**config.mk**
```make
export PLATFORM = sky130hd
export DESIGN_NAME = gcorr_predictor
export DESIGN_NICKNAME = d
export VERILOG_FILES = /design/src/rtl/gcorr_pkg.sv /design/src/rtl/gcorr_history.sv /design/src/rtl/gcorr_index.sv /design/src/rtl/gcorr_table.sv /design/src/rtl/gcorr_predictor.sv
export SDC_FILE = /design/constraint.sdc
export NUM_CORES = 1
export LEC_CHECK = 0
export ABC_AREA = 1
export CORE_MARGIN = 5
export CORE_UTILIZATION = 60
export DETAILED_ROUTE_END_ITERATION = 8
export PLACE_DENSITY = 0.88
export SETUP_SLACK_MARGIN = 0.02
export SLEW_MARGIN = 30
export SYNTH_ARGS = -nofsm -noshare
export SYNTH_HDL_FRONTEND = slang
export SYNTH_HIERARCHICAL = 1
export SYNTH_SLANG_ARGS = --single-unit
```
**constraint.sdc**
```tcl
create_clock -name clk -period 4.5 [get_ports clk]
set_input_delay 0.9 -clock clk [delete_from_list [all_inputs] [get_ports clk]]
set_output_delay 0.9 -clock clk [all_outputs]
set_load 0.02 [all_outputs]
```
**src/rtl/gcorr_pkg.sv**
```systemverilog
package gcorr_pkg;

    typedef enum logic {
        IDX_SELECT = 1'b0,
        IDX_SHARE  = 1'b1
    } idx_mode_e;

    // Table index width for a given mode and field widths.
    function automatic int idx_width(idx_mode_e mode, int hist_w, int pc_bits);
        if (mode == IDX_SELECT)
            return hist_w + pc_bits;
        else
            return (hist_w > pc_bits) ? hist_w : pc_bits;
    endfunction

    localparam int DEF_HIST_W  = 2;
    localparam int DEF_CTR_W   = 2;
    localparam int DEF_PC_BITS = 4;
    localparam int DEF_PC_W    = 32;

endpackage

```
**src/rtl/gcorr_history.sv**
```systemverilog
module gcorr_history #(
    parameter int HIST_W = gcorr_pkg::DEF_HIST_W
) (
    input  logic              clk,
    input  logic              rst,
    input  logic              shift_en,
    input  logic              shift_bit,
    output logic [HIST_W-1:0] hist
);

    logic [HIST_W-1:0] hist_q;

    generate
        if (HIST_W == 1) begin : g_one
            always_ff @(posedge clk) begin
                if (rst)           hist_q <= '0;
                else if (shift_en) hist_q <= shift_bit;
            end
        end else begin : g_many
            always_ff @(posedge clk) begin
                if (rst)           hist_q <= '0;
                else if (shift_en) hist_q <= {hist_q[HIST_W-2:0], shift_bit};
            end
        end
    endgenerate

    assign hist = hist_q;

    // history holds without an update
    p_hist_hold_r8: assert property (@(posedge clk) disable iff (rst)
        !shift_en |=> $stable(hist_q));

    // newest outcome lands at the LSB
    p_hist_newest_r8: assert property (@(posedge clk) disable iff (rst)
        shift_en |=> hist_q[0] == $past(shift_bit));

endmodule

```
**src/rtl/gcorr_index.sv**
```systemverilog
module gcorr_index
    import gcorr_pkg::*;
#(
    parameter idx_mode_e MODE    = IDX_SELECT,
    parameter int        HIST_W  = DEF_HIST_W,
    parameter int        PC_BITS = DEF_PC_BITS,
    parameter int        PC_W    = DEF_PC_W,
    localparam int       IDX_W   = idx_width(MODE, HIST_W, PC_BITS)
) (
    input  logic [PC_W-1:0]   pc,
    input  logic [HIST_W-1:0] hist,
    output logic [IDX_W-1:0]  idx
);

    logic [PC_BITS-1:0] pc_field;
    assign pc_field = pc[PC_BITS+1:2];

    generate
        if (MODE == IDX_SELECT) begin : g_select
            assign idx = {hist, pc_field};
        end else begin : g_share
            assign idx = IDX_W'(pc_field) ^ IDX_W'(hist);
        end
    endgenerate

endmodule

```
**src/rtl/gcorr_table.sv**
```systemverilog
module gcorr_table #(
    parameter int  IDX_W = 6,
    parameter int  CTR_W = gcorr_pkg::DEF_CTR_W,
    localparam int DEPTH = 1 << IDX_W
) (
    input  logic             clk,
    input  logic             rst,
    input  logic [IDX_W-1:0] rd_idx,
    output logic             rd_taken,
    input  logic             wr_en,
    input  logic [IDX_W-1:0] wr_idx,
    input  logic             wr_taken
);

    localparam logic [CTR_W-1:0] CTR_MAX  = '1;
    localparam logic [CTR_W-1:0] CTR_MIN  = '0;
    localparam logic [CTR_W-1:0] CTR_INIT = CTR_W'((1 << (CTR_W - 1)) - 1);

    logic [CTR_W-1:0] ctr_q [DEPTH];
    logic [CTR_W-1:0] wr_cur;
    logic [CTR_W-1:0] wr_nxt;

    assign wr_cur = ctr_q[wr_idx];

    always_comb begin
        wr_nxt = wr_cur;
        if (wr_taken && wr_cur != CTR_MAX)       wr_nxt = wr_cur + 1'b1;
        else if (!wr_taken && wr_cur != CTR_MIN) wr_nxt = wr_cur - 1'b1;
    end

    always_ff @(posedge clk) begin
        if (rst) begin
            for (int i = 0; i < DEPTH; i++) ctr_q[i] <= CTR_INIT;
        end else if (wr_en) begin
            ctr_q[wr_idx] <= wr_nxt;
        end
    end

    // Read sees the committed value (pre-update on a same-cycle hit).
    assign rd_taken = ctr_q[rd_idx][CTR_W-1];

    // saturation at the top
    p_sat_top_r6: assert property (@(posedge clk) disable iff (rst)
        (wr_en && wr_taken && ctr_q[wr_idx] == CTR_MAX)
        |=> ctr_q[$past(wr_idx)] == CTR_MAX);

    // saturation at the bottom
    p_sat_bottom_r6: assert property (@(posedge clk) disable iff (rst)
        (wr_en && !wr_taken && ctr_q[wr_idx] == CTR_MIN)
        |=> ctr_q[$past(wr_idx)] == CTR_MIN);

    // every unselected counter keeps its value
    generate
        for (genvar e = 0; e < DEPTH; e++) begin : g_keep
            p_other_kept_r7: assert property (@(posedge clk) disable iff (rst)
                (!wr_en || wr_idx != IDX_W'(e)) |=> $stable(ctr_q[e]));
        end
    endgenerate

endmodule

```
**src/rtl/gcorr_predictor.sv**
```systemverilog
module gcorr_predictor
    import gcorr_pkg::*;
#(
    parameter idx_mode_e MODE    = IDX_SELECT,
    parameter int        HIST_W  = DEF_HIST_W,
    parameter int        CTR_W   = DEF_CTR_W,
    parameter int        PC_BITS = DEF_PC_BITS,
    parameter int        PC_W    = DEF_PC_W,
    localparam int       IDX_W   = idx_width(MODE, HIST_W, PC_BITS)
) (
    input  logic             clk,
    input  logic             rst,
    input  logic [PC_W-1:0]  fetch_pc,
    output logic             pred_taken,
    output logic [IDX_W-1:0] pred_idx,
    input  logic             upd_valid,
    input  logic [IDX_W-1:0] upd_idx,
    input  logic             upd_taken
);

    logic [HIST_W-1:0] hist;

    gcorr_history #(.HIST_W(HIST_W)) u_hist (
        .clk       (clk),
        .rst       (rst),
        .shift_en  (upd_valid),
        .shift_bit (upd_taken),
        .hist      (hist)
    );

    gcorr_index #(
        .MODE    (MODE),
        .HIST_W  (HIST_W),
        .PC_BITS (PC_BITS),
        .PC_W    (PC_W)
    ) u_index (
        .pc   (fetch_pc),
        .hist (hist),
        .idx  (pred_idx)
    );

    gcorr_table #(.IDX_W(IDX_W), .CTR_W(CTR_W)) u_table (
        .clk      (clk),
        .rst      (rst),
        .rd_idx   (pred_idx),
        .rd_taken (pred_taken),
        .wr_en    (upd_valid),
        .wr_idx   (upd_idx),
        .wr_taken (upd_taken)
    );

    // low address bits never move the index
    p_low_bits_ignored_r4: assert property (@(posedge clk) disable iff (rst)
        ($stable(fetch_pc[PC_W-1:2]) && !$past(upd_valid)) |-> $stable(pred_idx));

    // Update inputs are known when valid
    p_upd_known: assert property (@(posedge clk) disable iff (rst)
        upd_valid |-> !$isunknown({upd_idx, upd_taken}));

endmodule

```
After elaboration in Yosys (flattened, before gate mapping)
Memories as Yosys holds them, arrays and structs flattened.
Cells that the tools add are included.

word-level totals
  RAM bits = 128
  bits in registers = 2
  memories = 1
  logic and storage cells = 20

operators by class
  add/sub/neg operators = 2
  mux-type cells = 10
  reduce and logical (&&, ||, !) cells = 5
  equal/unequal tests = 1

memories
  memory         words  width  read ports  clocked after Yosys merged registers in  wr ports  RTL line           RTL
  u_table.ctr_q  64     2      2           0                                        64        gcorr_table.sv:19  logic [CTR_W-1:0] ctr_q [DEPTH];

operators with widths
  cell                                                                number
  1-bit 2-to-1 mux                                                    6
  2-bit 2-to-1 mux                                                    3
  6-bit 2-to-1 mux                                                    1
  2-bit by 1-bit adder with 2-bit output, second input constant       1
  1-bit logical AND                                                   2
  2-bit != test, second input constant                                1
  2-bit nonzero test                                                  1
  2-bit OR reduction                                                  1
  2-bit by 1-bit subtractor with 2-bit output, second input constant  1
  1-bit zero test                                                     1

Depth between registers and ports, before layout
An unclocked memory read counts as a cell.

  word-level depth = 6
  mapped depth = 23

Modules after synthesis
The synthesis kept the hierarchy.

by module, submodules not included
  module         seq. area each (µm²)  cells an instance  instances  area an instance (µm²)
  gcorr_table    3,843.7               1,011              1          7,707.4
  gcorr_history  40.0                  13                 1          83.8
  gcorr_index    0.0                   6                  1          45.0

Worst setup path before layout
No wires, ideal clock.

  kind = input port to flip-flop
  from = input port upd_idx[0]
  to = memory u_table/ctr_q[32][0] in the netlist's numbering, data pin
  arrival = 2,871 ps
  data required time = 4,236 ps
  buffers on the path = 5
  setup time = 264 ps
  slack = 1,364 ps
  cell stages on the path = 20
  path through = buf_4 > inv_2 > buf_6 > buf_4 > nand2_1 > a21oi_1 > o21ai_0 > nand2_1 > nand2_1 > nand2_1 > nor2_2 > nand2_2 > inv_1 > ha_1 > nor2_1 > nor2_1 > nand3b_1 > buf_4 > buf_6 > nand3_1

RTL lines
  element      RTL line               RTL
  from (decl)  gcorr_predictor.sv:17  input logic [IDX_W-1:0] upd_idx,
  to (decl)    gcorr_table.sv:19

Worst setup path after layout
  from = input port fetch_pc[2]
  to = output port pred_taken

between the ends
  word-level cells in the longest chain between the ends = 1

RTL lines
  element            RTL line               RTL
  from (decl)        gcorr_predictor.sv:13  input logic [PC_W-1:0] fetch_pc,
  memory 64 x 2 bit  -
  to (decl)          gcorr_predictor.sv:14  output logic pred_taken,

No other way between the ends.

==> results.sh <==
export IMPL_status="completed"
export IMPL_powerDensity_nw_per_um2=377
export IMPL_grt_pass1_wl_um=34800
export IMPL_synth_xor_area_frac=0
export IMPL_vias_per_cell=5.87
export IMPL_critPathMaxFanout=34
export IMPL_root_buffer="clkbuf_16"
export IMPL_netlist_instances=1030
export IMPL_grt_max_degree=72
export IMPL_coreArea_um2=12700
export IMPL_clock_latency_ps=420
export IMPL_cts_sinks=130
export IMPL_dieArea_um2=15400
export IMPL_netlist_area_um2=7840
export IMPL_synth_adder_area_share=0.00319
export IMPL_cp_required_ps=3600
export IMPL_final_common_cell="nand2_1"
export IMPL_yosys_area_top_type_share=0.490
export IMPL_synth_edf_count=128
export IMPL_drt_iter0_drc=1138
export IMPL_clock_skew_ps=7.33
export IMPL_cap_violations=0
export IMPL_async_reset_ff_frac=0
export IMPL_cp_arrival_ps=3310
export IMPL_hold_viol=0
export IMPL_cp_end_kind="primary output"
export IMPL_dp_hpwl_um=13700
export IMPL_start_kind="input port"
export IMPL_ant_nets=0
export IMPL_antenna_found_initial=0
export IMPL_first_pass_iters=9
export IMPL_overflow=0
export IMPL_postSynthAreaPerCell_um2=7.61
export IMPL_fillers=937
export IMPL_place_area_um2=8200
export IMPL_synth_simple_area_share=0.289
export IMPL_wl_per_cell_um=18.0
export IMPL_worst_slew_pin_slew_ps=778
export IMPL_synth_top_family_by_area="simple AND/OR/NAND/NOR gates"
export IMPL_finalSetupViolCount=0
export IMPL_grt_usage=0.284
export IMPL_cts_buffer_depth=2
export IMPL_irDropWorstVdd_uv=245
export IMPL_initial_core_util=0.616
export IMPL_rsz0062_at_grt="no"
export IMPL_ys_seq_elements=130
export IMPL_path_class="input port to primary output"
export IMPL_syn2layout_area_growth_pct=12.6
export IMPL_post_cts_setup_buffers=0
export IMPL_io_pins=49
export IMPL_synthTopCellsByArea="edfxtp_1 49%, nand2_1 13%, inv_1 7.8%"
export IMPL_io_buffers=20
export IMPL_antenna_cells=0
export IMPL_totalPowerFinal_mw=3.32
export IMPL_max_freq_mhz=238
export IMPL_remaining_drc_errors=0
export IMPL_seq_area_um2=3880
export IMPL_synthMuxAreaShare=0
export IMPL_num_rows=41
export IMPL_layout_common_cells="262 x nand2_1, 162 x nor2_1, 161 x inv_1"
export IMPL_tns_ps=0
export IMPL_cts_resized=0
export IMPL_numCtsBuffers=17
export IMPL_fp_dieW_um=124
export IMPL_layout_drive_gt1_share=0.0722
export IMPL_finish_instance_area_um2=8820
export IMPL_multi_input_area_um2=2930
export IMPL_cts_max_level=4
export IMPL_postCtsHoldBufs=0
export IMPL_leakagePower_nw=3.52
export IMPL_slew_headroom=0.481
export IMPL_fin_ws_ps=294
export IMPL_path_clk_slew_ps=50
export IMPL_ys_seq_area_frac=0.496
export IMPL_ys_flop_type="edfxtp_1"
export IMPL_min_path_cells=2
export IMPL_fin_crit_sh=0.935
export IMPL_ys_types=25
export IMPL_fin_crit_ps=4210
export IMPL_hold_path_class="register to register"
export IMPL_synth_compound_area_frac=0.0808
export IMPL_cts_tree="built"
export IMPL_wl_um=22100
export IMPL_finalNetCount=1084
export IMPL_grt_pass1_vias=6877
export IMPL_slew_violations=0
export IMPL_syn_num_nets=1074
export IMPL_fp_dieH_um=124
export IMPL_synth_top_area_cell="edfxtp_1"
export IMPL_place_ws_ps=186
export IMPL_dr_total_vias=7187
export IMPL_reg2regPathDepth=15
export IMPL_yosys_warnings=6
export IMPL_place_congestion=0.920
layout make-up:
type	count	area share
clock buffers	19	0.0491
inverters	164	0.0698
flip-flops and latches	130	0.440
multi-input cells	673	0.332
well taps	172	0.0244
clock inverters	13	0.0209
repair buffers	54	0.0638
critical path: stages:
cell and delay (ps):
clkdlybuf4s50_1 520, buf_4 360, a21oi_1 110, o21ai_0 90, o21ai_0 120, o211ai_1 340, nand3_1 140, nand3_1 100
nand2_1 70, clkdlybuf4s50_1 550
report_power, final:
| group | leakage (nW) | internal [mW] | switching [mW] |
|---|---|---|---|
| clock network | 0.297 | 0.927 | 0.511 |
| registers | 1.16 | 1.36 | 0.0150 |
| logic | 2.06 | 0.159 | 0.351 |
worst paths after layout:
kind                   startpoint                  end  slack [ps]
min                u_hist/hist[1]       u_hist/hist[1]         540
min reg2reg        u_hist/hist[1]       u_hist/hist[1]         540
max reg2reg  u_table/ctr_q[17][1]  u_table/ctr_q[8][0]        1860
max                   fetch_pc[2]           pred_taken         290
through the flow:
step | util | hold slack (ps) | cells
finish | 0.693 | 540 | 1225
global route | 0.693 | 560 | 1225
CTS | 0.693 | 541 | 1225
detailed placement | 0.645 | 526 | 1193
global placement | 0.645 | 526 | 1193
floorplan | - | 461 | 1030
cell families after synthesis:
family          Yosys count
simple gates            553
buf+inv                 227
compound gates          118
fa+ha+maj                 2
flops                   130
cell usage after synthesis (2+ instances only):
cell	number
nor2_2	6
nor2_1	162
o21ai_0	54
buf_2	7
dfxtp_1	2
nand2_1	262
clkbuf_1	22
inv_2	2
ha_1	2
nand2_4	2
o21ai_1	6
or2_1	2
nor3_1	12
inv_1	162
a21oi_1	41
nand3_1	102
o211ai_1	17
buf_6	11
buf_4	22
nand3b_1	2
edfxtp_1	128
per-layer routing:
metal  part of all wire  track usage  wire length, µm  vias to the layer above
met1               0.35        0.342             7770                     3243
met3               0.13       0.0793             2810                      127
met4              0.059        0.169             1310                        0
met2               0.46        0.453            10200                      523
met5                  0            0                0                        -
li1                   -            -                -                     3294
flip-flops by register name, indices dropped and copies added, names as in the netlist:
name and cells:
u_table/ctr_q 128, u_hist/hist 2
(Power assumes the default switching activity.)
